## src/rtl/rlic_pkg.sv

```systemverilog
package rlic_pkg;
    localparam int RLIC_NUM_SRC   = 9;
    localparam int RLIC_NUM_LINES = 3;
    localparam int RLIC_DATA_W    = 32;
    localparam int RLIC_ADDR_W    = 6;
    localparam int RLIC_PEND_LSB  = 16;
    localparam int RLIC_POL_OFF   = 0;
    localparam int RLIC_LINE_BASE = 4;
    localparam int RLIC_LINE_STEP = 4;
    // sources whose sensing is wired in, and the value they are wired to
    localparam logic [RLIC_NUM_SRC-1:0] RLIC_FIXED_MASK = 9'h106;
    localparam logic [RLIC_NUM_SRC-1:0] RLIC_FIXED_VAL  = 9'h102;

    function automatic int line_offset(input int line);
        return RLIC_LINE_BASE + RLIC_LINE_STEP * line;
    endfunction
endpackage

```

## src/rtl/rlic_src_cond.sv

```systemverilog
// Two-stage synchroniser, polarity register and level normalisation.
module rlic_src_cond #(
    parameter int NUM_SRC = 9,
    parameter logic [NUM_SRC-1:0] FIXED_MASK = '0,
    parameter logic [NUM_SRC-1:0] FIXED_VAL  = '0
) (
    input  logic               clk,
    input  logic               rst_n,
    input  logic [NUM_SRC-1:0] src_i,
    input  logic               pol_we_i,
    input  logic [NUM_SRC-1:0] pol_wdata_i,
    output logic [NUM_SRC-1:0] pol_o,
    output logic [NUM_SRC-1:0] act_o
);
    localparam logic [NUM_SRC-1:0] POL_RST  = FIXED_MASK & FIXED_VAL;
    localparam logic [NUM_SRC-1:0] IDLE_LVL = ~POL_RST;

    logic [NUM_SRC-1:0] meta_q;
    logic [NUM_SRC-1:0] sync_q;
    logic [NUM_SRC-1:0] pol_q;

    always_ff @(posedge clk or negedge rst_n) begin
        if (!rst_n) begin
            meta_q <= IDLE_LVL;
            sync_q <= IDLE_LVL;
        end else begin
            meta_q <= src_i;
            sync_q <= meta_q;
        end
    end

    for (genvar i = 0; i < NUM_SRC; i++) begin : g_pol
        if (FIXED_MASK[i]) begin : g_fixed
            assign pol_q[i] = FIXED_VAL[i];
        end else begin : g_cfg
            always_ff @(posedge clk or negedge rst_n) begin
                if (!rst_n) begin
                    pol_q[i] <= 1'b0;
                end else if (pol_we_i) begin
                    pol_q[i] <= pol_wdata_i[i];
                end
            end
        end
    end

    // active when the synchronised level equals the selected polarity
    assign act_o = ~(sync_q ^ pol_q);
    assign pol_o = pol_q;
endmodule

```

## src/rtl/rlic_line.sv

```systemverilog
// One output line: enable mask, pending flags, registered request.
module rlic_line #(
    parameter int NUM_SRC = 9
) (
    input  logic               clk,
    input  logic               rst_n,
    input  logic [NUM_SRC-1:0] act_i,
    input  logic               wr_i,
    input  logic [NUM_SRC-1:0] en_wdata_i,
    input  logic [NUM_SRC-1:0] ack_wdata_i,
    output logic [NUM_SRC-1:0] en_o,
    output logic [NUM_SRC-1:0] pend_o,
    output logic               irq_o
);
    logic [NUM_SRC-1:0] en_q;
    logic [NUM_SRC-1:0] pend_q;
    logic [NUM_SRC-1:0] clr;
    logic               irq_q;

    assign clr = wr_i ? ack_wdata_i : '0;

    always_ff @(posedge clk or negedge rst_n) begin
        if (!rst_n) begin
            en_q   <= '0;
            pend_q <= '0;
            irq_q  <= 1'b0;
        end else begin
            if (wr_i) begin
                en_q <= en_wdata_i;
            end
            // a still-active level wins over the clear
            pend_q <= (pend_q & ~clr) | act_i;
            irq_q  <= |(pend_q & en_q);
        end
    end

    assign en_o   = en_q;
    assign pend_o = pend_q;
    assign irq_o  = irq_q;
endmodule

```

## src/rtl/rlic_top.sv

```systemverilog
module rlic_top
    import rlic_pkg::*;
#(
    parameter int NUM_SRC   = RLIC_NUM_SRC,
    parameter int NUM_LINES = RLIC_NUM_LINES,
    parameter int DATA_W    = RLIC_DATA_W,
    parameter int ADDR_W    = RLIC_ADDR_W,
    parameter int PEND_LSB  = RLIC_PEND_LSB
) (
    input  logic                 clk,
    input  logic                 rst_n,
    input  logic [NUM_SRC-1:0]   src_i,
    input  logic                 we_i,
    input  logic [ADDR_W-1:0]    addr_i,
    input  logic [DATA_W-1:0]    wdata_i,
    output logic [DATA_W-1:0]    rdata_o,
    output logic [NUM_LINES-1:0] irq_o
);
    localparam logic [ADDR_W-1:0] POL_ADDR = ADDR_W'(RLIC_POL_OFF);

    logic                          pol_hit;
    logic [NUM_SRC-1:0]            pol_q;
    logic [NUM_SRC-1:0]            src_act;
    logic [NUM_LINES-1:0]          line_hit;
    logic [NUM_LINES*NUM_SRC-1:0]  pend_all;
    logic [NUM_LINES*NUM_SRC-1:0]  en_all;
    logic [DATA_W-1:0]             line_word [NUM_LINES];

    assign pol_hit = (addr_i == POL_ADDR);

    rlic_src_cond #(
        .NUM_SRC    (NUM_SRC),
        .FIXED_MASK (RLIC_FIXED_MASK),
        .FIXED_VAL  (RLIC_FIXED_VAL)
    ) u_cond (
        .clk         (clk),
        .rst_n       (rst_n),
        .src_i       (src_i),
        .pol_we_i    (we_i && pol_hit),
        .pol_wdata_i (wdata_i[NUM_SRC-1:0]),
        .pol_o       (pol_q),
        .act_o       (src_act)
    );

    for (genvar l = 0; l < NUM_LINES; l++) begin : g_line
        localparam logic [ADDR_W-1:0] LINE_ADDR = ADDR_W'(line_offset(l));

        assign line_hit[l] = (addr_i == LINE_ADDR);

        rlic_line #(
            .NUM_SRC (NUM_SRC)
        ) u_line (
            .clk         (clk),
            .rst_n       (rst_n),
            .act_i       (src_act),
            .wr_i        (we_i && line_hit[l]),
            .en_wdata_i  (wdata_i[NUM_SRC-1:0]),
            .ack_wdata_i (wdata_i[PEND_LSB +: NUM_SRC]),
            .en_o        (en_all[l*NUM_SRC +: NUM_SRC]),
            .pend_o      (pend_all[l*NUM_SRC +: NUM_SRC]),
            .irq_o       (irq_o[l])
        );

        always_comb begin
            line_word[l]                     = '0;
            line_word[l][NUM_SRC-1:0]        = en_all[l*NUM_SRC +: NUM_SRC];
            line_word[l][PEND_LSB +: NUM_SRC] = pend_all[l*NUM_SRC +: NUM_SRC];
        end
    end

    always_comb begin
        rdata_o = '0;
        if (pol_hit) begin
            rdata_o[NUM_SRC-1:0] = pol_q;
        end
        for (int l = 0; l < NUM_LINES; l++) begin
            if (line_hit[l]) begin
                rdata_o = line_word[l];
            end
        end
    end
endmodule

```

## config.mk

```make
export PLATFORM = sky130hd
export DESIGN_NAME = rlic_top
export DESIGN_NICKNAME = d
export VERILOG_FILES = /design/src/rtl/rlic_pkg.sv /design/src/rtl/rlic_src_cond.sv /design/src/rtl/rlic_line.sv /design/src/rtl/rlic_top.sv
export SDC_FILE = /design/constraint.sdc
export NUM_CORES = 1
export LEC_CHECK = 0
export CORE_MARGIN = 1.5
export CORE_UTILIZATION = 50
export DETAILED_ROUTE_END_ITERATION = 10
export GPL_ROUTABILITY_DRIVEN = 0
export PLACE_DENSITY = 0.83
export SLEW_MARGIN = 20
export SYNTH_ARGS = -nofsm -noshare
export SYNTH_HDL_FRONTEND = slang
export SYNTH_HIERARCHICAL = 1
export SYNTH_SLANG_ARGS = --single-unit
```

## constraint.sdc

```tcl
create_clock -name clk -period 2 [get_ports clk]
set_clock_uncertainty 0.15 [all_clocks]
set_input_delay 0.4 -clock clk [delete_from_list [all_inputs] [get_ports clk]]
set_output_delay 0.4 -clock clk [all_outputs]
set_load 0.03 [all_outputs]
```

Word level (Yosys, flattened, before mapping) --
Cells that the tools add are included.
Word-level totals: input bits 50, bits in registers 81, word-level logic and storage cells 49
Operators by class: eq/ne operators 3, bitwise operators 14, reductions and logical operators 8, mux-type cells 7
Operators by type and width (number):
- $mux 32 | 2
- $and 9x9->9 | 6
- $mux 9 | 4
- $not 9->9 | 4
- $or 9x9->9 | 3
- $reduce_or 9->1 | 3
- $mux 25 | 1
- $eq 6x4->1 const B | 2
- $xor 9x9->9 | 1
- $eq 6x3->1 const B | 1
- $logic_not 6->1 | 1
- $logic_and 1x1->1 | 4

Longest topological paths before layout --
Gate-level depths: netlist of run 1.
word-level depth 6, mapped depth 8, depth with buffers taken out 5

Hierarchy --
Netlist of run 1, hierarchy kept.
By module, submodules not included:
- rlic_line | seq. area each 475.5 um^2, times used 3, area each 754.5 um^2, cells each 53
- rlic_src_cond | seq. area each 618.1 um^2, times used 1, area each 820.8 um^2, cells each 45
- rlic_top | seq. area each 0.0 um^2, times used 1, area each 691.9 um^2, cells each 76

Worst setup path after synthesis of run 1 --
Ideal clock, no wire load.
path kind input -> output, start input port addr_i[5], end output port rdata_o[16], stages on the path 3, buffers on the path 1, data arrival time 1.531 ns, slack -0.081 ns, cell sequence or4_1 clkbuf_1 nor2_1
On the way: cells in the longest elaborated chain, start to end 4, elaborated cells on any way between the ends 6
RTL lines:
- start, declared | line rlic_top.sv:14 | input logic [ADDR_W-1:0] addr_i,
- $eq 6x3->1 | line rlic_top.sv:48 | assign line_hit[l] = (addr_i == LINE_ADDR);
- $mux 25 | line rlic_top.sv:77 | if (line_hit[l]) begin
- $mux 32 | line rlic_top.sv:77
- $mux 32 (*) | line rlic_top.sv:77
- end, declared | line rlic_top.sv:16 | output logic [DATA_W-1:0] rdata_o,
Every way passes the cells marked *; elsewhere a longest branch is shown, timed or not.

Final worst setup path of run 1 --
Same ends and word-level chain as after synthesis.

==> results of run 1 <==
## power by group through the flow
stage | Sequential, mW | Clock [mW] | Combinational (mW)
2_1_floorplan | 1.91 | 0 | 0.356
3_3_place_gp | 1.90 | 0 | 0.592
3_5_place_dp | 1.90 | 0 | 0.605
4_1_cts | 1.84 | 1.31 | 0.827
5_1_grt | 1.85 | 1.40 | 0.923
6_report | 1.84 | 1.30 | 0.873
## per-layer routing
layer	global-route usage	vias up	wire length [µm]
met5	0	-	0
li1	-	1203	-
met3	0.07360	16	787
met2	0.4033	147	4705
met1	0.3095	1379	3736
met4	0.08598	0	165
## final cells by class
class                      instances  area (µm²)  share of cell area
multi-input combinational        178        1647              0.3124
timing repair buffer             128        1234              0.2340
inverter                           1       3.754           0.0007121
clock inverter                     7       95.09             0.01804
tap                               99       123.9             0.02350
clock buffer                       9       123.9             0.02350
sequential                        81        2044              0.3878
## how the worst max path moves through the flow
| stage | start | endpoint | slack, ns |
|---|---|---|---|
| floorplan | addr_i[5] | rdata_o[16] | -0.08 |
| global placement | addr_i[2] | rdata_o[1] | -0.53 |
| detailed placement | addr_i[2] | rdata_o[1] | -0.53 |
| CTS | g_line[2].u_line/en_o[7]$_DFFE_PN0P_ | rdata_o[7] | -0.06 |
| global route | g_line[2].u_line/en_o[2]$_DFFE_PN0P_ | rdata_o[2] | -0.11 |
| finish | addr_i[5] | rdata_o[16] | -0.06 |
## cells in the final DEF (no fill, tap or decap), drive strengths merged
cell type	count
buf	96
dfrtp	67
mux2	42
clkdlybuf4s50	31
nand2	28
a21o	27
conb	17
dfstp	14
a22oi	12
nor2	9
mux4	9
and2	9
clkbuf	9
xnor2	6
clkinv	4
a222oi	3
a22o	3
a221oi	3
nand3	3
nor3b	2
bufinv	2
or4	1
nor2b	1
nor4	1
nor3	1
and4	1
clkinvlp	1
dlygate4sd3	1
inv	1
## through the flow
| step | hold WS (ns) | util | instance area [µm²] | TNS, ns | power [mW] |
|---|---|---|---|---|---|
| after floorplan | -0.04559 | - | 3829 | -0.7277 | 2.263 |
| after CTS | 0.2084 | 0.7059 | 5147 | -0.5200 | 3.981 |
| after detailed placement | 0.1796 | 0.6002 | 4377 | -30.73 | 2.509 |
| final | 0.2079 | 0.7229 | 5271 | -0.6027 | 4.017 |
| after global placement | 0.1754 | 0.6002 | 4377 | -25.97 | 2.488 |
| after global routing | 0.2134 | 0.7229 | 5271 | -1.252 | 4.182 |
## kinds of logic after synthesis
logic type      count (synthesis)  synth area share
buf+inv                        35           0.07687
xor+xnor                        6           0.01392
compound gates                 48            0.1044
other cells                     3          0.002982
flops                          81            0.5414
simple gates                   56           0.06859
mux                            51            0.1919
## registers in the layout, summed over array words and instances (netlist names)
name / flops
g_line.u_line/irq_o: 3
u_cond/pol_o: 6
u_cond/meta_q: 9
u_cond/sync_q: 9
g_line.u_line/en_o: 27
g_line.u_line/pend_o: 27
## timing repair
| item | CTS | global route |
|---|---|---|
| setup buffers | 35 | 13 |
| hold endpoints to repair | 20 | 0 |
| gates resized for setup | 99 | 9 |
| setup endpoints to repair | 47 | 18 |
| pin swaps | 21 | 6 |
| hold buffers | 1 | 0 |
| cloned | 3 | 0 |
## worst max-delay path, stage by stage
cell	delay, ns
buf_6	0.09
or4_4	0.57
buf_12	0.18
nor2_4	0.12
buf_6	0.14
==> results.tsv, run 1 <==
stage	metric	value	unit
finish	syn_to_final_growth	39.60	%
timing	period_needed	2.059	ns
timing	hold_violations	0	
die	die_area	8083	µm²
die	initial_core_util	0.5178	
finish	final_net_count	449	
power	clkPwrFrac	0.324	
route	drt-pass1-iter-count	4	
synthesis	syn-instance-count	280	
synthesis	synth_edf_count	0	
die	core	7292	µm²
critical_path	timing.rr.start	g_line[1].u_line/en_o[3]$_DFFE_PN0P_	
power	internal_power	2.963	mW
finish	num_antenna_cells	0	
route	wirelength	9.395	mm
synthesis	ys_seq_area_frac	0.5414	
cts	clockRootBuffer	clkbuf_8	
power	ir_drop	0.0005382	V
power	pwr-share-seq	0.458	
route	drc	0	
critical_path	worstSetupPathType	input pin to primary output	
critical_path	crit_required	1.45	ns
die	fp.dieH	89.91	µm
place	pre_cts_slack	-0.5263	ns
synthesis	synth.area.top_cells	dfrtp_1 44%, mux2_2 9.8%, dfstp_2 9.7%	
critical_path	arrival	1.51	ns
timing	fin_ws	-0.05904	ns
power	switching_power	1.055	mW
route	via_per_inst	5.457	
synthesis	synth_top_area_cell	dfrtp_1	
synthesis	synth_seq_cells	81	
route	drt_iter0_drc	219	
power	powerDensity	762.1	nW/µm²
cts	clkLatencyLatePin	0.36	ns
grt	globalRouteTotalUtil	0.2453	
timing	slew_violations	0	
flow_run	cap_violations	0	
run_status	status	complete, but fails checks	
synthesis	synth.distinct_cells	29	
grt	grt_start_max_net_pins	43	
timing	rsz0062_at_grt	yes	
die	die_w	89.91	µm
run_status	violations	negative setup slack	
synthesis	synthArstFlopShare	1.000	
cts	cts_buffers	9	
synthesis	synth.most_common_cell	dfrtp_1	
critical_path	rr_worst_depth	4	
critical_path	cp_max_fo	5	
place	placed_cells	435	
critical_path	timing.rr.end	g_line[1].u_line/irq_o$_DFF_PN0_	
critical_path	worstSetupEndpointType	primary output	
finish	n_fill_cell	475	
critical_path	crit_path_start_kind	input pin	
hold_path	min_path_type	flip-flop to flip-flop	
timing	setup_viol	18	
grt	overflow	0	
hold_path	hp-start	u_cond/meta_q[4]$_DFF_PN1_	
finish	layout.cells.non_filler	503	
synthesis	synth_warnings	6	
route	wl_per_cell	18.68	µm
timing	timing.final.crit_share	1.030	
synthesis	yosysTopAreaCellShare	0.4440	
cts	cts_tree	done	
die	ioPinCount	85	
power	netSwitchingFraction	0.2625	
route	antenna_left	0	
timing	fmaxAchievable	485.7	MHz
synthesis	synthTopCellsByCount	67 x dfrtp_1, 33 x mux2_2, 28 x nand2_1, 27 x a21o_1, 19 x buf_4	
cts	cts.path.max_buffers	2	
grt	grt_pass1_vias	2855	
cts	cts.clk_slew.worst_paths	0.08	ns
place	place_hpwl	5.696	mm
hold_path	hold_depth	0	
grt	antenna_found_initial	0	
cts	h-tree-depth	3	
power	p_comb_frac	0.217	
finish	drive_gt1_frac	0.5223	
grt	grt_pass1_wl	14.97	mm
die	placementRows	31	
synthesis	yosys_most_used_dff	dfrtp_1	
synthesis	syn-cell-area	3776	µm²
hold_path	min_to	u_cond/sync_q[4]$_DFF_PN1_	
power	leakage	2.240	nW
synthesis	postSynthAreaPerCell	13.49	µm²
route	vias	2745	
place	numPortBuffers	56	
cts	cts.sinks	81	
critical_path	r2r_slack	0.55	ns
(Power assumes the default switching activity.)
==> run 2, diff against run 1 <==
--- a/config.mk
+++ b/config.mk
@@ -6,10 +6,11 @@
 export NUM_CORES = 1
 export LEC_CHECK = 0
 export CORE_MARGIN = 1.5
-export CORE_UTILIZATION = 50
+export CORE_UTILIZATION = 52
+export CTS_BUF_LIST = sky130_fd_sc_hd__clkbuf_4 sky130_fd_sc_hd__clkbuf_8
 export DETAILED_ROUTE_END_ITERATION = 10
 export GPL_ROUTABILITY_DRIVEN = 0
-export PLACE_DENSITY = 0.83
+export PLACE_DENSITY = 0.86
 export SLEW_MARGIN = 20
 export SYNTH_ARGS = -nofsm -noshare
 export SYNTH_HDL_FRONTEND = slang
==> run 2 against run 1 <==
Compared with the run above:
- the flow still finishes with violations (negative setup slack)
- sequential cell count unchanged
- core utilization grew 6.6 points
- sequential share of layout area fell by 1.3 points
- first-iteration DRC count grew 11%
- wire length increased by 21%
- setup slack got worse by 0.12 ns
- critical path type is now flip-flop to primary output
- clock-buffer cell count grew 1
- clock power rose by 3%
- total power increased by 3.0%
- critical endpoint is now rdata_o[8]
==> results.tsv, run 2 (synthesis results as in run 1) <==
stage	metric	value	unit	change
run_status	status	complete, but fails checks		unchanged
run_status	violations	negative setup slack		unchanged
finish	layout_common_cells	73 x buf_4, 67 x dfrtp_1, 31 x buf_6, 31 x clkdlybuf4s50_1		was 67 x dfrtp_1, 63 x buf_4, 31 x clkdlybuf4s50_1
flow_run	cap_violations	0		unchanged
die	fp.dieH	88.22	µm	was 89.91 µm
critical_path	crit_path_top_delay_cell	mux4_2		was or4_4
die	placementRows	30		was 31
finish	utilization	0.7889		was 0.7229
cts	cts_tree	done		unchanged
route	drt_iter0_drc	242		was 219
finish	final_common_cell	buf_4		was dfrtp_1
finish	multi_input_area	1669	µm²	was 1647 µm²
place	place_hpwl	6.197	mm	was 5.696 mm
critical_path	crit_family	multiplexers		was simple AND/OR/NAND/NOR gates
grt	grt_start_max_net_pins	39		was 43
finish	n_fill_cell	389		was 475
timing	period_needed	2.175	ns	was 2.059 ns
route	wirelength	11.38	mm	was 9.395 mm
timing	fin_ws	-0.1752	ns	was -0.05904 ns
timing	setup_viol	18		unchanged
power	total_power	4.137	mW	was 4.017 mW
critical_path	arrival	1.63	ns	was 1.51 ns
die	die_w	88.22	µm	was 89.91 µm
die	core	6907	µm²	was 7292 µm²
cts	clkLatencyLatePin	0.36	ns	about the same
critical_path	r2r_slack	0.39	ns	was 0.55 ns
timing	rsz0062_at_grt	yes		unchanged
grt	antenna_found_initial	1		was 0
cts	cts.path.max_buffers	2		unchanged
finish	drive_gt1_frac	0.5450		was 0.5223
place	numPortBuffers	56		unchanged
critical_path	worstSetupEndpointType	primary output		unchanged
critical_path	cp_max_fo	2		was 5
place	placed_cells	451		was 435
timing	slew_violations	0		unchanged
route	antenna_left	0		unchanged
finish	post-route-cell-area	5449	µm²	was 5271 µm²
timing	timing.final.crit_share	1.088		was 1.030
cts	cts.sinks	81		unchanged
finish	syn_to_final_growth	44.30	%	was 39.60%
grt	overflow	0		unchanged
die	ioPinCount	85		unchanged
power	ir_drop	0.0006617	V	was 0.0005382 V
grt	grt_pass1_wl	16.37	mm	was 14.97 mm
power	powerDensity	759.1	nW/µm²	was 762.1 nW/µm²
grt	grt_pass1_vias	3041		was 2,855
die	initial_core_util	0.5467		was 0.5178
hold_path	min_path_type	flip-flop to flip-flop		unchanged
cts	h-tree-depth	3		unchanged
critical_path	max_stage_delay	0.54	ns	was 0.57 ns
finish	final_net_count	467		was 449
finish	seq_area	2044	µm²	unchanged
critical_path	crit_required	1.45	ns	about the same
timing	hold_violations	0		unchanged
cts	clockRootBuffer	clkbuf_8		unchanged
route	drt-pass1-iter-count	5		was 4
critical_path	worstSetupPathType	flip-flop to primary output		was input pin to primary output
grt	globalRouteTotalUtil	0.2926		was 0.2453
route	via_per_inst	5.744		was 5.457
critical_path	crit_path_start_kind	flip-flop		was input pin
cts	cts_buffers	9		unchanged
place	placedInstanceArea	4501	µm²	was 4377 µm²
route	drc	0		unchanged
die	die_area	7782	µm²	was 8083 µm²
route	vias	2981		was 2,745
critical_path	path_cells	mux4_2 > and2_4 > buf_6		was buf_6 > or4_4 > buf_12 > nor2_4 > buf_6
timing	timing.hold.ws	0.2084	ns	was 0.2079 ns
route	wl_per_cell	21.93	µm	was 18.68 µm
critical_path	critPathBufInv	1		was 3
finish	layout.cells.non_filler	519		was 503
timing	fmaxAchievable	459.7	MHz	was 485.7 MHz
power	leakage	2.343	nW	was 2.240 nW
cts	cts.clk_slew.worst_paths	0.08	ns	about the same
-- run 2: final timing paths --
check                                                     startpoint  cells after the start                                    to
worst max-delay path            g_line[2].u_line/en_o[8]$_DFFE_PN0P_                      3                            rdata_o[8]
worst min-delay path                      u_cond/meta_q[7]$_DFF_PN1_                      0            u_cond/sync_q[7]$_DFF_PN1_
worst max register to register  g_line[0].u_line/en_o[0]$_DFFE_PN0P_                      4      g_line[0].u_line/irq_o$_DFF_PN0_
worst min register to register            u_cond/meta_q[7]$_DFF_PN1_                      0            u_cond/sync_q[7]$_DFF_PN1_
max in group asynchronous                                      rst_n                      3  g_line[1].u_line/en_o[7]$_DFFE_PN0P_
min in group asynchronous                                      rst_n                      2            u_cond/meta_q[1]$_DFF_PN0_
-- run 2: what timing repair did --
item                                    in CTS  in global routing
gates cloned                                 3                  0
endpoints found under the setup margin      63                 24
hold buffers                                 1                  0
endpoints found under the hold margin       19                  0
resized for setup                          143                  6
pin swaps                                   29                  5
buffers inserted                            30                 18
-- run 2: routing by layer --
metal	track usage	routed length, µm	share of wire	vias to the layer above
li1	-	-	-	1234
met1	0.3602	4202	0.37	1520
met2	0.5045	5810	0.51	182
met3	0.06810	872	0.077	45
met4	0.1108	495	0.043	0
met5	0	0	0	-
-- run 2: cell type report --
| cell class | count | share of cell area |
|---|---|---|
| Sequential cell | 81 | 0.3752 |
| Multi-Input combinational cell | 178 | 0.3063 |
| Tap cell | 96 | 0.02204 |
| Antenna cell | 1 | 0.0004592 |
| Clock buffer | 10 | 0.02526 |
| Timing Repair Buffer | 146 | 0.2533 |
| Clock inverter | 6 | 0.01676 |
| Inverter | 1 | 0.0006889 |
-- run 2: through the flow --
stage               setup WS, ns  setup TNS (ns)
floorplan               -0.08085         -0.7277
global placement         -0.8722          -33.69
detailed placement       -0.9128          -37.38
CTS                     -0.09710         -0.8642
global route             -0.1810          -1.464
finish                   -0.1752         -0.9541
-- run 2: power breakdown --
part | leakage [nW] | internal (mW) | switching [mW]
clock | 0.105 | 0.738 | 0.605
combinational | 1.34 | 0.511 | 0.427
sequential | 0.900 | 1.78 | 0.0792
total | 2.34 | 3.03 | 1.11
==> run 3, diff against run 2 <==
--- a/config.mk
+++ b/config.mk
@@ -5,12 +5,11 @@
 export SDC_FILE = /design/constraint.sdc
 export NUM_CORES = 1
 export LEC_CHECK = 0
-export CORE_MARGIN = 1.5
-export CORE_UTILIZATION = 52
+export CORE_UTILIZATION = 45
 export CTS_BUF_LIST = sky130_fd_sc_hd__clkbuf_4 sky130_fd_sc_hd__clkbuf_8
 export DETAILED_ROUTE_END_ITERATION = 10
 export GPL_ROUTABILITY_DRIVEN = 0
-export PLACE_DENSITY = 0.86
+export PLACE_DENSITY = 0.77
 export SLEW_MARGIN = 20
 export SYNTH_ARGS = -nofsm -noshare
 export SYNTH_HDL_FRONTEND = slang
==> constraint.sdc (replaced) <==
create_clock -name clk -period 2 [get_ports clk]
set_clock_uncertainty 0.15 [all_clocks]
set_input_delay 0.6 -clock clk [delete_from_list [all_inputs] [get_ports clk]]
set_output_delay 0.6 -clock clk [all_outputs]
set_load 0.03 [all_outputs]
==> run 3 against run 2 <==
Compared with the run above:
- the run still ends with negative setup slack left
- clock-buffer cell count is 2 higher
- non-clock buffer count is 21 lower
- hold slack worse by 0.0048 ns
- critical endpoint is now rdata_o[21]
==> results.tsv, run 3 (synthesis results as in run 1) <==
stage	metric	value	unit	change
run_status	status	complete, but fails checks		unchanged
run_status	violations	negative setup slack		unchanged
critical_path	crit_path_top_delay_cell	or4_4		was mux4_2
hold_path	min_path_type	flip-flop to flip-flop		unchanged
timing	period_needed	2.406	ns	was 2.175 ns
die	die_area	8762	µm²	was 7782 µm²
hold_path	min_to	u_cond/sync_q[8]$_DFF_PN0_		was u_cond/sync_q[7]$_DFF_PN1_
grt	overflow	0		unchanged
grt	globalRouteTotalUtil	0.2368		was 0.2926
timing	slew_violations	0		unchanged
finish	multi_input_area	1818	µm²	was 1669 µm²
timing	fmaxAchievable	415.6	MHz	was 459.7 MHz
die	initial_core_util	0.4619		was 0.5467
route	drt-pass1-iter-count	4		was 5
critical_path	cp_max_fo	5		was 2
cts	clockRootBuffer	clkbuf_8		unchanged
grt	grt_pass1_wl	15.16	mm	was 16.37 mm
finish	final_net_count	447		was 467
route	antenna_left	0		unchanged
power	powerDensity	730.7	nW/µm²	was 759.1 nW/µm²
finish	layout_common_cells	67 x dfrtp_1, 50 x buf_4, 35 x mux2_4		was 73 x buf_4, 67 x dfrtp_1, 31 x buf_6, 31 x clkdlybuf4s50_1
cts	cts.sinks	81		unchanged
route	via_per_inst	5.274		was 5.744
route	wirelength	9.824	mm	was 11.38 mm
place	place_hpwl	6.223	mm	was 6.197 mm
timing	fin_ws	-0.4061	ns	was -0.1752 ns
timing	timing.hold.ws	0.2036	ns	was 0.2084 ns
route	drt_iter0_drc	107		was 242
finish	num_antenna_cells	0		was 1
timing	rsz0062_at_grt	yes		unchanged
finish	layout.cells.non_filler	507		was 519
critical_path	timing.rr.start	g_line[1].u_line/en_o[3]$_DFFE_PN0P_		was g_line[0].u_line/en_o[0]$_DFFE_PN0P_
power	leakage	2.286	nW	was 2.343 nW
die	die_w	93.61	µm	was 88.22 µm
cts	cts_tree	done		unchanged
cts	cts.path.max_buffers	2		unchanged
grt	antenna_found_initial	0		was 1
route	vias	2674		was 2,981
grt	grt_pass1_vias	2797		was 3,041
die	core	8175	µm²	was 6907 µm²
die	fp.dieH	93.61	µm	was 88.22 µm
critical_path	path_cells	buf_8 > or4_4 > nor2_4 > buf_6		was mux4_2 > and2_4 > buf_6
die	placementRows	33		was 30
cts	cts.clk_slew.worst_paths	0.08	ns	about the same
finish	seq_area	2044	µm²	unchanged
timing	hold_violations	0		unchanged
flow_run	cap_violations	0		unchanged
cts	clkLatencyLatePin	0.35	ns	was 0.36 ns
critical_path	crit_path_start_kind	input pin		was flip-flop
route	wl_per_cell	19.38	µm	was 21.93 µm
critical_path	max_stage_delay	0.65	ns	was 0.54 ns
cts	h-tree-depth	3		unchanged
critical_path	arrival	1.66	ns	was 1.63 ns
die	ioPinCount	85		unchanged
critical_path	worstSetupEndpointType	primary output		unchanged
critical_path	rr_worst_depth	4		unchanged
hold_path	hold_depth	0		unchanged
critical_path	r2r_slack	0.56	ns	was 0.39 ns
place	numPortBuffers	56		unchanged
hold_path	hp-start	u_cond/meta_q[8]$_DFF_PN0_		was u_cond/meta_q[7]$_DFF_PN1_
critical_path	timing.rr.end	g_line[1].u_line/irq_o$_DFF_PN0_		was g_line[0].u_line/irq_o$_DFF_PN0_
finish	n_fill_cell	557		was 389
route	drc	0		unchanged
place	placed_cells	480		was 451
grt	grt_start_max_net_pins	35		was 39
finish	drive_gt1_frac	0.5522		was 0.5450
critical_path	worstSetupPathType	input pin to primary output		was flip-flop to primary output
finish	syn_to_final_growth	44.73	%	was 44.30%
power	ir_drop	0.0003786	V	was 0.0006617 V
critical_path	crit_required	1.25	ns	was 1.45 ns
cts	cts_buffers	9		unchanged
timing	setup_viol	22		was 18
finish	utilization	0.6685		was 0.7889
finish	final_common_cell	dfrtp_1		was buf_4
timing	timing.final.crit_share	1.203		was 1.088
## run 3: cell count changes in the layout (fill, tap and decap cells not counted), sizes merged
cell	before	now
diode	1	0
clkinvlp	3	2
dlygate4sd2	0	3
clkbuf	10	12
bufinv	2	1
clkdlybuf4s50	31	28
buf	114	93
or4	1	2
## run 3: layer usage
layer	vias up	share of wire	GRT usage
met5	-	0	0
met1	1370	0.44	0.3260
met2	91	0.48	0.3738
met3	17	0.054	0.03902
met4	0	0.024	0.09744
li1	1196	-	-
## run 3: worst max-delay path: cells and delay by family
family        cells  cell delay (ns)
simple gates      2             0.80
buf+inv           2             0.25
## run 3: what timing repair did
item                                    CTS  global route
buffers inserted                          6             3
endpoints found under the setup margin   81            45
hold endpoints to repair                  6             0
pin swaps                                25             8
gates cloned                              2             1
hold buffers                              1             0
gates resized for setup                 136            32
## run 3: cell type report
class,instances,area share
flip-flops and latches,81,0.3741
multi-input cells,179,0.3326
repair buffers,125,0.2292
clock buffers,12,0.03022
well taps,105,0.02404
clock inverters,4,0.009158
inverters,1,0.0006868
## run 3: worst max-delay path by stage
stage,slack (ns),end,from,depth (start not counted)
floorplan,-0.26,rdata_o[16],addr_i[5],3
global placement,-1.34,rdata_o[2],addr_i[2],5
detailed placement,-1.34,rdata_o[1],addr_i[2],5
CTS,-0.42,rdata_o[21],addr_i[0],4
global route,-0.42,rdata_o[19],addr_i[2],8
finish,-0.41,rdata_o[21],addr_i[0],4
## run 3: power breakdown
| part | internal, mW | switching [mW] | total (mW) |
|---|---|---|---|
| Clock | 0.677 | 0.582 | 1.26 |
| Combinational | 0.493 | 0.403 | 0.896 |
| Sequential | 1.78 | 0.0637 | 1.84 |
| Total | 2.94 | 1.05 | 3.99 |
## run 3: metrics by stage
| step | setup TNS (ns) | power, mW | cell area [µm²] | worst slack [ns] |
|---|---|---|---|---|
| after floorplan | -4.963 | 2.301 | 4033 | -0.2562 |
| after detailed placement | -59.82 | 2.684 | 4893 | -1.336 |
| after global placement | -58.45 | 2.664 | 4893 | -1.336 |
| final | -6.502 | 3.993 | 5465 | -0.4061 |
| after global routing | -7.992 | 4.160 | 5465 | -0.4236 |
| after CTS | -6.606 | 3.972 | 5331 | -0.4245 |
